[src/rtl/dbgsr_pkg.sv]
package dbgsr_pkg;
  localparam logic [31:0] LOCK_KEY = 32'hC5ACCE55;
  localparam int OFS_LOCK = 'h300;
  localparam int OFS_PORT = 'h308;
  localparam int OFS_STAT = 'h314;

  typedef enum logic [2:0] {
    RG_NONE,
    RG_BANK,
    RG_LOCK,
    RG_PORT,
    RG_STAT
  } region_e;
endpackage

[src/rtl/dbgsr_decode.sv]
module dbgsr_decode
  import dbgsr_pkg::*;
#(
  parameter int AW   = 12,
  parameter int NREG = 4,
  parameter int IW   = 2
) (
  input  logic [AW-1:0] addr,
  output region_e       region,
  output logic [IW-1:0] idx
);
  always_comb begin
    region = RG_NONE;
    if (addr < AW'(4 * NREG))        region = RG_BANK;
    else if (addr == AW'(OFS_LOCK))  region = RG_LOCK;
    else if (addr == AW'(OFS_PORT))  region = RG_PORT;
    else if (addr == AW'(OFS_STAT))  region = RG_STAT;
  end

  assign idx = addr[IW+1:2];
endmodule

[src/rtl/dbgsr_bank.sv]
module dbgsr_bank #(
  parameter int DW   = 32,
  parameter int NREG = 4,
  parameter int IW   = 2
) (
  input  logic          clk,
  input  logic          rst,
  input  logic          we,
  input  logic [IW-1:0] waddr,
  input  logic [DW-1:0] wdata,
  input  logic [IW-1:0] raddr_a,
  output logic [DW-1:0] rdata_a,
  input  logic [IW-1:0] raddr_b,
  output logic [DW-1:0] rdata_b
);
  logic [DW-1:0] mem [NREG];

  always_ff @(posedge clk) begin
    if (rst) begin
      for (int i = 0; i < NREG; i++) mem[i] <= '0;
    end else if (we) begin
      mem[waddr] <= wdata;
    end
  end

  assign rdata_a = mem[raddr_a];
  assign rdata_b = mem[raddr_b];
endmodule

[src/rtl/dbgsr_seq.sv]
module dbgsr_seq #(
  parameter int NREG = 4,
  parameter int IW   = 2,
  parameter int PW   = 3
) (
  input  logic          clk,
  input  logic          rst,
  input  logic          restart,
  input  logic          rd_step,
  input  logic          wr_step,
  input  logic          count_ok,
  output logic          at_count,
  output logic          done,
  output logic [IW-1:0] widx
);
  localparam logic [PW-1:0] LAST = PW'(NREG);
  localparam logic [PW-1:0] ONE  = PW'(1);

  logic [PW-1:0] ptr;
  logic [PW-1:0] ptr_m1;

  assign at_count = (ptr == '0);
  assign done     = (ptr > LAST);
  assign ptr_m1   = ptr - ONE;
  assign widx     = ptr_m1[IW-1:0];

  always_ff @(posedge clk) begin
    if (rst || restart) begin
      ptr <= '0;
    end else if (rd_step && !done) begin
      ptr <= ptr + ONE;
    end else if (wr_step && at_count) begin
      if (count_ok) ptr <= ONE;
    end else if (wr_step && !done) begin
      ptr <= ptr + ONE;
    end
  end
endmodule

[src/rtl/dbgsr_top.sv]
module dbgsr_top
  import dbgsr_pkg::*;
#(
  parameter int AW   = 12,
  parameter int DW   = 32,
  parameter int NREG = 4
) (
  input  logic          clk,
  input  logic          rst,
  input  logic          psel,
  input  logic          penable,
  input  logic          pwrite,
  input  logic [AW-1:0] paddr,
  input  logic [DW-1:0] pwdata,
  input  logic          ppriv,
  input  logic          core_off,
  input  logic          pdn_pulse,
  output logic [DW-1:0] prdata,
  output logic          pready,
  output logic          pslverr
);
  localparam int IW = (NREG > 1) ? $clog2(NREG) : 1;
  localparam int PW = $clog2(NREG + 2);

  region_e       region;
  logic [IW-1:0] bidx;
  logic [IW-1:0] seq_idx;
  logic          at_count, done;
  logic          locked_q, sticky_q;
  logic          resp_err_q;
  logic [DW-1:0] resp_data_q;
  logic [DW-1:0] bank_rd_a, bank_rd_b;
  logic          setup_ph, access_ph, ok_acc;
  logic          lock_wr, port_rd, port_wr, stat_rd, bank_wr;
  logic          bank_we;
  logic [IW-1:0] bank_waddr;
  logic          err_now;
  logic [DW-1:0] rd_now;

  dbgsr_decode #(.AW(AW), .NREG(NREG), .IW(IW)) u_dec (
    .addr(paddr), .region(region), .idx(bidx)
  );

  assign setup_ph  = psel & ~penable;
  assign access_ph = psel & penable;
  assign ok_acc    = access_ph & ~resp_err_q;
  assign lock_wr   = ok_acc & pwrite & (region == RG_LOCK);
  assign port_rd   = ok_acc & ~pwrite & (region == RG_PORT) & locked_q;
  assign port_wr   = ok_acc & pwrite & (region == RG_PORT) & locked_q;
  assign stat_rd   = ok_acc & ~pwrite & (region == RG_STAT);
  assign bank_wr   = ok_acc & pwrite & (region == RG_BANK);

  dbgsr_seq #(.NREG(NREG), .IW(IW), .PW(PW)) u_seq (
    .clk(clk), .rst(rst), .restart(lock_wr),
    .rd_step(port_rd), .wr_step(port_wr),
    .count_ok(pwdata == DW'(NREG)),
    .at_count(at_count), .done(done), .widx(seq_idx)
  );

  assign bank_we    = bank_wr | (port_wr & ~at_count & ~done);
  assign bank_waddr = bank_wr ? bidx : seq_idx;

  dbgsr_bank #(.DW(DW), .NREG(NREG), .IW(IW)) u_bank (
    .clk(clk), .rst(rst), .we(bank_we), .waddr(bank_waddr), .wdata(pwdata),
    .raddr_a(bidx), .rdata_a(bank_rd_a),
    .raddr_b(seq_idx), .rdata_b(bank_rd_b)
  );

  // Access permission, decided in the setup phase
  always_comb begin
    err_now = 1'b0;
    if (region != RG_NONE) begin
      if (core_off) err_now = 1'b1;
      else if (!ppriv && sticky_q && region != RG_STAT) err_now = 1'b1;
      else if (!ppriv && locked_q && region == RG_BANK) err_now = 1'b1;
    end
  end

  always_comb begin
    rd_now = '0;
    case (region)
      RG_BANK: rd_now = bank_rd_a;
      RG_LOCK: rd_now = DW'(locked_q);
      RG_PORT: begin
        if (locked_q) begin
          if (at_count)  rd_now = DW'(NREG);
          else if (!done) rd_now = bank_rd_b;
        end
      end
      RG_STAT: rd_now = DW'({locked_q, sticky_q});
      default: rd_now = '0;
    endcase
  end

  always_ff @(posedge clk) begin
    if (rst) begin
      resp_err_q  <= 1'b0;
      resp_data_q <= '0;
    end else if (setup_ph) begin
      resp_err_q  <= err_now;
      resp_data_q <= (err_now || pwrite) ? '0 : rd_now;
    end else begin
      resp_err_q  <= 1'b0;
      resp_data_q <= '0;
    end
  end

  always_ff @(posedge clk) begin
    if (rst)          locked_q <= 1'b0;
    else if (lock_wr) locked_q <= (pwdata == DW'(LOCK_KEY));
  end

  always_ff @(posedge clk) begin
    if (rst)            sticky_q <= 1'b0;
    else if (pdn_pulse) sticky_q <= 1'b1;
    else if (stat_rd)   sticky_q <= 1'b0;
  end

  assign prdata  = resp_data_q;
  assign pslverr = resp_err_q;
  assign pready  = 1'b1;
endmodule

[config.mk]
export PLATFORM = sky130hd
export DESIGN_NAME = dbgsr_top
export DESIGN_NICKNAME = d
export VERILOG_FILES = /design/src/rtl/dbgsr_pkg.sv /design/src/rtl/dbgsr_decode.sv /design/src/rtl/dbgsr_bank.sv /design/src/rtl/dbgsr_seq.sv /design/src/rtl/dbgsr_top.sv
export SDC_FILE = /design/constraint.sdc
export NUM_CORES = 1
export LEC_CHECK = 0
export ABC_AREA = 0
export BUFFER_PORTS_ARGS = -buffer_cell sky130_fd_sc_hd__buf_2
export CAP_MARGIN = 10
export CORE_MARGIN = 8
export CORE_UTILIZATION = 59
export DETAILED_ROUTE_END_ITERATION = 16
export GPL_ROUTABILITY_DRIVEN = 0
export PLACE_DENSITY = 0.76
export SLEW_MARGIN = 25
export SYNTH_ARGS = -nofsm -noshare
export SYNTH_HDL_FRONTEND = slang
export SYNTH_HIERARCHICAL = 1
export SYNTH_SLANG_ARGS = --single-unit
[constraint.sdc]
create_clock -name clk -period 6.6 [get_ports clk]
set_clock_uncertainty 0.05 [all_clocks]
set_input_delay 1.32 -clock clk [delete_from_list [all_inputs] [get_ports clk]]
set_output_delay 1.32 -clock clk [all_outputs]
set_load 0.02 [all_outputs]
==> results of run 1 <==
[through the flow]
step,power [W],std cells
2_1_floorplan,0.00127,557
6_report,0.00233,826
5_1_grt,0.00239,826
3_5_place_dp,0.00133,794
3_3_place_gp,0.00132,794
4_1_cts,0.00234,826
[synthesized netlist by cell type (all sizes together) (5+ instances only)]
cell type  count  share of area, %
and2         128                10
edfxtp       128                47
mux4          64                18
nor2          41               1.9
dfxtp         38               9.3
a22oi         29               2.7
buf           27               2.5
clkbuf        12              0.69
inv           10              0.46
nor4          10              0.76
a21oi          8              0.49
nand2          8              0.37
nand4          5              0.38
[power by group through the flow]
stage,Clock [W],Combinational [W],Sequential [W]
final,0.00102,0.000127,0.00118
after detailed placement,0,0.000126,0.00120
after floorplan,0,0.0000807,0.00119
after global placement,0,0.000122,0.00119
after global routing,0.00107,0.000135,0.00118
after CTS,0.00103,0.000127,0.00118
[per-layer routing]
| metal | GRT usage (%) | vias up | share of wire [%] |
|---|---|---|---|
| met5 | 0 | - | 0 |
| met4 | 8.48 | 0 | 1.6 |
| met3 | 5.72 | 28 | 6.8 |
| met2 | 37.2 | 190 | 52 |
| met1 | 25.8 | 2598 | 39 |
| li1 | - | 2285 | - |
[worst max-delay path, delay by kind of cell]
| kind | cells | cell delay (ps) |
|---|---|---|
| buffers and inverters | 3 | 1120 |
| AND/OR/NAND/NOR | 7 | 2590 |
[sequential cells by signal, indices dropped and copies added, names as in the netlist]
| register | flops |
|---|---|
| u_bank/mem | 128 |
| prdata | 32 |
| u_seq/ptr | 3 |
| locked_q | 1 |
| pslverr | 1 |
| sticky_q | 1 |
[how the worst min path moves through the flow]
| stage | end | slack, ps |
|---|---|---|
| 2_1_floorplan | u_seq/ptr[1] | 400 |
| 5_1_grt | u_seq/ptr[1] | 450 |
| 3_5_place_dp | u_seq/ptr[1] | 440 |
| 3_3_place_gp | u_seq/ptr[1] | 420 |
| 6_report | u_seq/ptr[1] | 460 |
| 4_1_cts | u_seq/ptr[1] | 450 |
[final cells by class]
cell class | instances | area, µm² | share of cell area (%)
Inverter | 10 | 37.5 | 0.403
Timing Repair Buffer | 96 | 510 | 5.48
Multi-Input combinational cell | 342 | 3320 | 35.6
Sequential cell | 166 | 4600 | 49.5
Tap cell | 180 | 225 | 2.42
Clock inverter | 15 | 186 | 2.00
Clock buffer | 17 | 425 | 4.57
[cells in the final DEF, fill, tap and decap left out, drive strengths merged, types with 3 or more instances in the layout]
cell type    n
nand2b       3
nor2        41
clkbuf      17
dfxtp       38
edfxtp     128
nor4        10
clkinv       8
inv         10
nand4        5
and2       128
nand2        8
nor3         3
nor4b        3
nand4b       3
a21oi        8
bufinv       4
clkinvlp     3
buf         96
mux4        64
a22oi       29
[cells by family after synthesis]
group,Yosys count,synth area share [%]
adders and majority gates,2,0.306
other,1,0.0458
AOI/OAI and AO/OA,52,4.72
DFF,166,56.2
muxes,67,18.0
and+or+nand+nor,220,17.0
buffers and inverters,49,3.68
==> out/metrics.cfg, run 1 <==
[layout]
n_fill_cell = 964
syn_to_final_growth_pct = 13.7
drive_gt1_share_pct = 37.2
fin_util_pct = 67.8
antenna_cells = 0
fin_nets = 687
fin_area_um2 = 9310

[timing]
fmax_mhz = 207
slew_violations = 0
worst_slew_pin_slew_ps = 967
whs_ps = 456
setup_violations = 0
grt_setup_unrepaired = false
finalHoldViolCount = 0
period_minus_slack_ps = 4820
period_share_pct = 73.1
final.setup.tns_ps = 0
relSlewSlack_pct = 35.5
worst_slack_ps = 1780

[pwr]
p_per_area_nw_per_um2 = 250
ir_drop_uv = 160
clockPowerShare_pct = 44.0
p_int_w = 0.00185
p_switching_w = 0.000480
leakage_nw = 3.40
seqPwrFrac_pct = 50.6
combinationalPowerShare_pct = 5.4
switching_share_pct = 20.6

[clock_tree]
worst_skew_pair.late_latency_ps = 430
postCtsSetupBuffers = 0
postCtsHoldBufs = 0
cts_tree = yes
cts_resized = 0
clock-sinks = 166
cts_buffers = 17
clk_path_buf_depth = 2
root_buffer = clkbuf_16
path_clk_slew_ps = 60
htreeDepth = 4

[floorplan]
io_pins = 86
die_w_um = 134
placementRows = 43
core_um2 = 13700
die-area_um2 = 17900
die_h_um = 134
initial_core_util_pct = 59.7

[worst_setup_path]
crit_slowest_cell = nor4_2
critPathArrivalTime_ps = 5070
worstPathMaxFanout = 31
crit_end = u_bank/mem[0][11]
critPathRequiredTime_ps = 6840
worstPathCellList = buf_2 > nor4_2 > nand4b_1 > nor3_4 > buf_4 > nor2_1 > nor2_1 > nor4b_4 > buf_4 > and2_1
reg2reg_to = u_bank/mem[0][11]
critPathKind = input pin to flip-flop
cp-end-kind = flip-flop
crit_path_start = paddr[2]
start_kind = input pin
rr_startpoint = u_seq/ptr[0]
reg2reg_slack_ps = 3190
slowest_delay_ps = 750
timing.reg2reg.worst_path_depth = 11

[worst_hold_path]
min_path_cells = 2
hp-class = flip-flop to flip-flop
min-delay-start = u_seq/ptr[1]

[routing]
drt_iter0_markers = 456
final_antenna_net_count = 0
route.detailed.drc = 0
routed_wirelength_um = 18900
vias = 5101
vias_per_cell = 6.18
routedWlPerCell_um = 22.9
dr.pass1.iters = 5

[placement]
postPlaceCellArea_um2 = 8680
dpl.hpwl_um = 11700
dp_slack_ps = 1010
port_buffers = 84

[grt]
grt_pass1_vias = 5456
grt_antenna_before_repair = 0
grt_pass1_wl_um = 29400
grt_use_total_pct = 21.7
grt_max_degree = 35
grt.overflow.total = 0

[yosys]
synth_cells = 557
ys_types = 53
async_flop_share_pct = 0
synth_edf_count = 128
ys_ff_latch = 166
syn_area_um2 = 8190
avgSynthCellArea_um2 = 14.7
ys_seq_area_share_pct = 56.2
yosys_warnings = 6
synth_ff_type = edfxtp_1
synth_nets = 611

[run_status]
outcome = finished, final reports clean

[job]
maxCapViolCount = 0

Power figures use the tool's default switching activity.
==> run 2, diff against run 1 <==
--- a/config.mk
+++ b/config.mk
@@ -5,11 +5,11 @@
 export SDC_FILE = /design/constraint.sdc
 export NUM_CORES = 1
 export LEC_CHECK = 0
-export ABC_AREA = 0
+export ABC_AREA = 1
 export BUFFER_PORTS_ARGS = -buffer_cell sky130_fd_sc_hd__buf_2
 export CAP_MARGIN = 10
 export CORE_MARGIN = 8
-export CORE_UTILIZATION = 59
+export CORE_UTILIZATION = 60
 export DETAILED_ROUTE_END_ITERATION = 16
 export GPL_ROUTABILITY_DRIVEN = 0
 export PLACE_DENSITY = 0.76
==> constraint.sdc (replaced) <==
create_clock -name clk -period 4.69 [get_ports clk]
set_clock_uncertainty 0.05 [all_clocks]
set_input_delay 0.938 -clock clk [delete_from_list [all_inputs] [get_ports clk]]
set_output_delay 0.938 -clock clk [all_outputs]
set_load 0.02 [all_outputs]
==> run 2 against run 1 <==
Sequential power increased by 36%. Sequential share of layout area decreased by 6.0 points. Clock power increased by 35%. Non-clock buffer count increased by 9. Critical path type unchanged. Highest routed layer unchanged.
==> out/metrics.cfg, run 2 <==
[routing]
routedWlPerCell_um = 15.8  ; was 22.9 µm
vias = 8376  ; was 5101
vias_per_cell = 5.31  ; was 6.18
route.detailed.drc = 0  ; unchanged
drt_iter0_markers = 1052  ; was 456
final_antenna_net_count = 0  ; unchanged
routed_wirelength_um = 25000  ; was 18900 µm
dr.pass1.iters = 6  ; was 5

[floorplan]
die_h_um = 142  ; was 134 µm
placementRows = 46  ; was 43
core_um2 = 15700  ; was 13700 µm²
io_pins = 86  ; unchanged
die_w_um = 142  ; was 134 µm
initial_core_util_pct = 60.5  ; was 59.7%
die-area_um2 = 20100  ; was 17900 µm²

[layout]
n_fill_cell = 1362  ; was 964
fin_nets = 1403  ; was 687
layout_common_cells = 370 x nand2_1, 234 x inv_1, 167 x nor2_1  ; was 128 x edfxtp_1, 96 x and2_1, 84 x buf_2
fin_util_pct = 67.6  ; was 67.8%
largest_reg_flops = 128  ; unchanged
regMostFlops = u_bank/mem  ; unchanged
layout_commonest_cell = nand2_1  ; was edfxtp_1
antenna_cells = 0  ; unchanged
drive_gt1_share_pct = 14.2  ; was 37.2%
syn_to_final_growth_pct = 11.8  ; was 13.7%

[timing]
final.setup.tns_ps = 0  ; unchanged
grt_setup_unrepaired = false  ; unchanged
setup_violations = 0  ; unchanged
period_minus_slack_ps = 3350
fmax_mhz = 298
period_share_pct = 71.4
relSlewSlack_pct = 47.3  ; was 35.5%
slew_violations = 0  ; unchanged
finalHoldViolCount = 0  ; unchanged
worst_slew_pin_slew_ps = 791  ; was 967 ps

[clock_tree]
path_clk_slew_ps = 60  ; about the same
root_buffer = clkbuf_16  ; unchanged
cts_resized = 0  ; unchanged
clock-sinks = 166  ; unchanged
worst_skew_pair.late_latency_ps = 440  ; was 430 ps
clk_path_buf_depth = 2  ; unchanged
postCtsSetupBuffers = 0  ; unchanged
cts_buffers = 17  ; unchanged
postCtsHoldBufs = 0  ; unchanged
htreeDepth = 4  ; unchanged
cts_tree = yes  ; unchanged

[grt]
grt_use_total_pct = 25.4  ; was 21.7%
grt_pass1_wl_um = 39900  ; was 29400 µm
grt_max_degree = 67  ; was 35
grt_antenna_before_repair = 0  ; unchanged
grt_pass1_vias = 7895  ; was 5456
grt.overflow.total = 0  ; unchanged

[yosys]
ys_types = 31  ; was 53
avgSynthCellArea_um2 = 7.31  ; was 14.7 µm²
ys_top_cells_by_count = 370 x nand2_1, 235 x inv_1, 168 x nor2_1  ; was 128 x edfxtp_1, 96 x and2_1, 64 x mux4_2
synthTopCellsByArea = edfxtp_1 41%, nand2_1 15%, inv_1 9.3%, dfxtp_1 8.0%, nand3_1 7.5%  ; was edfxtp_1 47%, mux4_2 18%, dfxtp_1 9.3%, and2_1 7.3%, and2_2 2.9%
synthAdderAreaFrac_pct = 0.264  ; was 0.306%
synth_cells = 1295  ; was 557
ys_ff_latch = 166  ; unchanged
async_flop_share_pct = 0  ; unchanged
syn_area_um2 = 9470  ; was 8190 µm²
synth_simple_gate_area_share_pct = 35.0  ; was 17.0%
synthXorXnorAreaFrac_pct = 0  ; unchanged
synth_compound_area_share_pct = 2.64  ; was 4.72%
synth_top_area_share_pct = 40.6  ; was 46.9%
synth_mux_area_share_pct = 0  ; was 18.0%
ys_seq_area_share_pct = 48.6  ; was 56.2%
yosys_warnings = 6  ; unchanged
yosys.area.top_type = edfxtp_1  ; unchanged
synth_nets = 1349  ; was 611
synth_ff_type = edfxtp_1  ; unchanged
synth_top_family_by_area = simple AND/OR/NAND/NOR gates  ; was multiplexers
synth_edf_count = 128  ; unchanged
post-synth-top-count-cell = nand2_1  ; was edfxtp_1

[worst_setup_path]
path_buf_inv = 5  ; was 3
crit_slowest_cell = nand2_1  ; was nor4_2
cp-end-kind = flip-flop  ; unchanged
start_kind = input pin  ; unchanged
critPathRequiredTime_ps = 4780  ; was 6840 ps
worstPathMaxFanout = 24  ; was 31
slowest_delay_ps = 500  ; was 750 ps
worstPathCellList = buf_2 > inv_1 > nand2_1 > nor2_1 > nand3_1 > nand2_1 > inv_2 > nor2_4 > nand2_1 > or2_1 > nand2_1 > inv_2 > nor2_2 > nand3_2 > nand2_1 > buf_12  ; was buf_2 > nor4_2 > nand4b_1 > nor3_4 > buf_4 > nor2_1 > nor2_1 > nor4b_4 > buf_4 > and2_1
critPathArrivalTime_ps = 3440  ; was 5070 ps
critPathKind = input pin to flip-flop  ; unchanged
critPathTopFamily = simple AND/OR/NAND/NOR gates  ; unchanged
worst_path_most_repeated_cell = nand2_1

[pwr]
leakage_nw = 5.21  ; was 3.40 nW
ir_drop_uv = 314  ; was 160 µV
p_total_w = 0.00324  ; was 0.00233 W
p_per_area_nw_per_um2 = 306  ; was 250 nW/µm²

[job]
maxCapViolCount = 0  ; unchanged

[placement]
port_buffers = 84  ; unchanged
dpl.hpwl_um = 15200  ; was 11700 µm

[worst_hold_path]
hp-class = flip-flop to flip-flop  ; unchanged

[run_status]
outcome = finished, final reports clean  ; unchanged

[run 2: tightest hold or removal path, delay by kind of cell, from the launching register on]
| kind | cells | cell delay (ps) |
|---|---|---|
| and+or+nand+nor | 1 | 70 |
| DFF | 1 | 330 |
| AOI/OAI and AO/OA | 1 | 60 |
[run 2: cell type report]
cell class              instances  area [µm²]  share of cell area [%]
clock buffers                  19         443                    4.19
clock inverters                13         133                    1.25
inverters                     243         915                    8.64
multi-input cells             816        3600                    34.0
flip-flops and latches        166        4600                    43.5
well taps                     216         270                    2.55
repair buffers                105         616                    5.82
[run 2: cells by family (layout without fill, tap and decap cells)]
group,Yosys count,count (layout)
simple gates,771,771
compound gates,42,42
other cells,1,1
flops,166,166
fa+ha+maj,2,2
buf+inv,313,380
[run 2: final timing paths]
path,start,endpoint,slack [ps],cells past startpoint
setup / recovery,paddr[2],u_bank/mem[0][18],1340,16
hold reg to reg,sticky_q,sticky_q,440,2
hold / removal,sticky_q,sticky_q,440,2
setup reg to reg,u_seq/ptr[0],u_bank/mem[0][18],1730,13
[run 2: through the flow]
step           instances  area [µm²]  hold slack (ps)  setup slack [ps]
6_report            1578       10600              441              1340
5_1_grt             1578       10600              491              1090
4_1_cts             1578       10600              450              1370
3_5_place_dp        1546       10000              435               907
3_3_place_gp        1546       10000              423               997
2_1_floorplan       1295        9470              405               520
[run 2: report_power, final]
group	total [W]	switching (W)	internal, W
logic	0.000242	0.000170	0.0000722
clock network	0.00138	0.000587	0.000792
registers	0.00161	0.00000801	0.00161
[run 2: metal layers]
metal	vias to the layer above	share of wire (%)	track usage [%]
li1	4092	-	-
met4	0	2.7	10.5
met2	484	46	41.0
met3	70	10	5.17
met5	-	0	0
met1	3730	41	32.9
==> run 3, diff against run 2 <==
--- a/config.mk
+++ b/config.mk
@@ -9,10 +9,10 @@
 export BUFFER_PORTS_ARGS = -buffer_cell sky130_fd_sc_hd__buf_2
 export CAP_MARGIN = 10
 export CORE_MARGIN = 8
-export CORE_UTILIZATION = 60
+export CORE_UTILIZATION = 54
 export DETAILED_ROUTE_END_ITERATION = 16
 export GPL_ROUTABILITY_DRIVEN = 0
-export PLACE_DENSITY = 0.76
+export PLACE_DENSITY = 0.72
 export SLEW_MARGIN = 25
 export SYNTH_ARGS = -nofsm -noshare
 export SYNTH_HDL_FRONTEND = slang
==> constraint.sdc (replaced) <==
create_clock -name clk -period 2.84 [get_ports clk]
set_clock_uncertainty 0.05 [all_clocks]
set_input_delay 0.568 -clock clk [delete_from_list [all_inputs] [get_ports clk]]
set_output_delay 0.568 -clock clk [all_outputs]
set_load 0.02 [all_outputs]
==> run 3 against run 2 <==
Worst setup slack worse by 950 ps. Clock power up 46%. Via count up 0.19%. Largest cell class unchanged. Highest routed layer unchanged.
==> out/metrics.cfg, run 3 (synthesis results as in run 2) <==
[floorplan]
placementRows = 48  ; was 46
io_pins = 86  ; unchanged
core_um2 = 17200  ; was 15700 µm²
die_h_um = 148  ; was 142 µm
initial_core_util_pct = 54.9  ; was 60.5%
die-area_um2 = 22000  ; was 20100 µm²
die_w_um = 148  ; was 142 µm

[routing]
vias_per_cell = 5.25  ; was 5.31
route.detailed.drc = 0  ; unchanged
vias = 8392  ; was 8376
dr.pass1.iters = 7  ; was 6
routedWlPerCell_um = 16.0  ; was 15.8 µm
final_antenna_net_count = 0  ; unchanged
drt_iter0_markers = 719  ; was 1052
routed_wirelength_um = 25600  ; was 25000 µm

[grt]
grt_pass1_vias = 8150  ; was 7895
grt.overflow.total = 0  ; unchanged
grt_use_total_pct = 23.5  ; was 25.4%
grt_max_degree = 67  ; unchanged
grt_antenna_before_repair = 0  ; unchanged
grt_pass1_wl_um = 41100  ; was 39900 µm

[pwr]
p_per_area_nw_per_um2 = 475  ; was 306 nW/µm²
leakage_nw = 5.28  ; was 5.21 nW
p_total_w = 0.00509  ; was 0.00324 W
ir_drop_uv = 452  ; was 314 µV

[layout]
final_cells = 1599  ; was 1578
n_fill_cell = 1509  ; was 1362
antenna_cells = 0  ; unchanged
syn_to_final_growth_pct = 13.4  ; was 11.8%
drive_gt1_share_pct = 15.2  ; was 14.2%
layout_common_cells = 364 x nand2_1, 234 x inv_1, 167 x nor2_1  ; was 370 x nand2_1, 234 x inv_1, 167 x nor2_1
fin_nets = 1416  ; was 1403
regMostFlops = u_bank/mem  ; unchanged
layout_commonest_cell = nand2_1  ; unchanged
largest_reg_flops = 128  ; unchanged

[clock_tree]
root_buffer = clkbuf_16  ; unchanged
postCtsSetupBuffers = 0  ; unchanged
path_clk_slew_ps = 70  ; was 60 ps
worst_skew_pair.late_latency_ps = 420  ; was 440 ps
clk_path_buf_depth = 2  ; unchanged
clock-sinks = 166  ; unchanged
htreeDepth = 4  ; unchanged
cts_tree = yes  ; unchanged
cts_buffers = 17  ; unchanged
postCtsHoldBufs = 0  ; unchanged
cts_resized = 0  ; unchanged

[worst_setup_path]
critPathKind = input pin to flip-flop  ; unchanged
critPathArrivalTime_ps = 2510  ; was 3440 ps
critPathRequiredTime_ps = 2890  ; was 4780 ps
cp-end-kind = flip-flop  ; unchanged
start_kind = input pin  ; unchanged
worstPathMaxFanout = 32  ; was 24

[timing]
period_minus_slack_ps = 2450
worst_slew_pin_slew_ps = 839  ; was 791 ps
slew_violations = 0  ; unchanged
finalHoldViolCount = 0  ; unchanged
grt_setup_unrepaired = false  ; unchanged
whs_ps = 297  ; was 441 ps
fmax_mhz = 408
period_share_pct = 86.4
relSlewSlack_pct = 44.1  ; was 47.3%
setup_violations = 0  ; unchanged

[job]
maxCapViolCount = 0  ; unchanged

[run_status]
outcome = finished, final reports clean  ; unchanged

[placement]
dpl.hpwl_um = 15500  ; was 15200 µm
placedCellCount = 1568  ; was 1546
port_buffers = 84  ; unchanged

[worst_hold_path]
hp-class = input pin to flip-flop  ; was flip-flop to flip-flop

==> run 3: routing by layer <==
| metal | part of all wire [%] | vias to the layer above | global-route usage, % | wire, µm |
|---|---|---|---|---|
| met1 | 42 | 3858 | 29.2 | 10800 |
| met4 | 1.6 | 0 | 7.75 | 412 |
| met3 | 8.2 | 34 | 4.80 | 2090 |
| li1 | - | 4123 | - | - |
| met5 | 0 | - | 0 | 0 |
| met2 | 48 | 377 | 39.9 | 12300 |
==> run 3: through the flow <==
stage	setup TNS, ps	worst slack [ps]	util, %	cell area, µm²
3_5_place_dp	-151	-8.71	59.4	10200
5_1_grt	0	90.4	62.3	10700
2_1_floorplan	0	2.59	-	9510
4_1_cts	0	424	62.3	10700
3_3_place_gp	0	67.5	59.4	10200
6_report	0	387	62.3	10700
==> run 3: layout make-up <==
| cell class | instances | area [µm²] | share of cell area (%) |
|---|---|---|---|
| Clock inverter | 13 | 66.3 | 0.618 |
| Clock buffer | 18 | 429 | 4.00 |
| Inverter | 243 | 912 | 8.50 |
| Timing Repair Buffer | 118 | 801 | 7.46 |
| Sequential cell | 166 | 4600 | 42.9 |
| Multi-Input combinational cell | 816 | 3640 | 33.9 |
| Tap cell | 225 | 282 | 2.62 |
==> run 3: power by group <==
group	switching, W	internal, W
clock network	0.000922	0.00109
registers	0.0000130	0.00265
logic	0.000287	0.000131
==> run 3: final timing paths <==
| path | from | to | slack, ps | depth (start not counted) |
|---|---|---|---|---|
| max | paddr[6] | u_bank/mem[1][19] | 390 | 16 |
| min | pdn_pulse | sticky_q | 300 | 3 |
| max reg2reg | u_seq/ptr[0] | u_bank/mem[1][19] | 630 | 11 |
| min reg2reg | sticky_q | sticky_q | 450 | 2 |
==> run 3: worst max-delay path: stages <==
cell	delay, ps
buf_2	90
inv_1	60
nand2_2	70
nor2_4	120
nand2_2	60
nor2_1	240
nand3_1	160
nor2_2	120
inv_1	60
nor2_1	110
nand2_1	70
nand2_1	100
inv_2	70
nor2_2	130
nand3_2	180
nand2_8	290
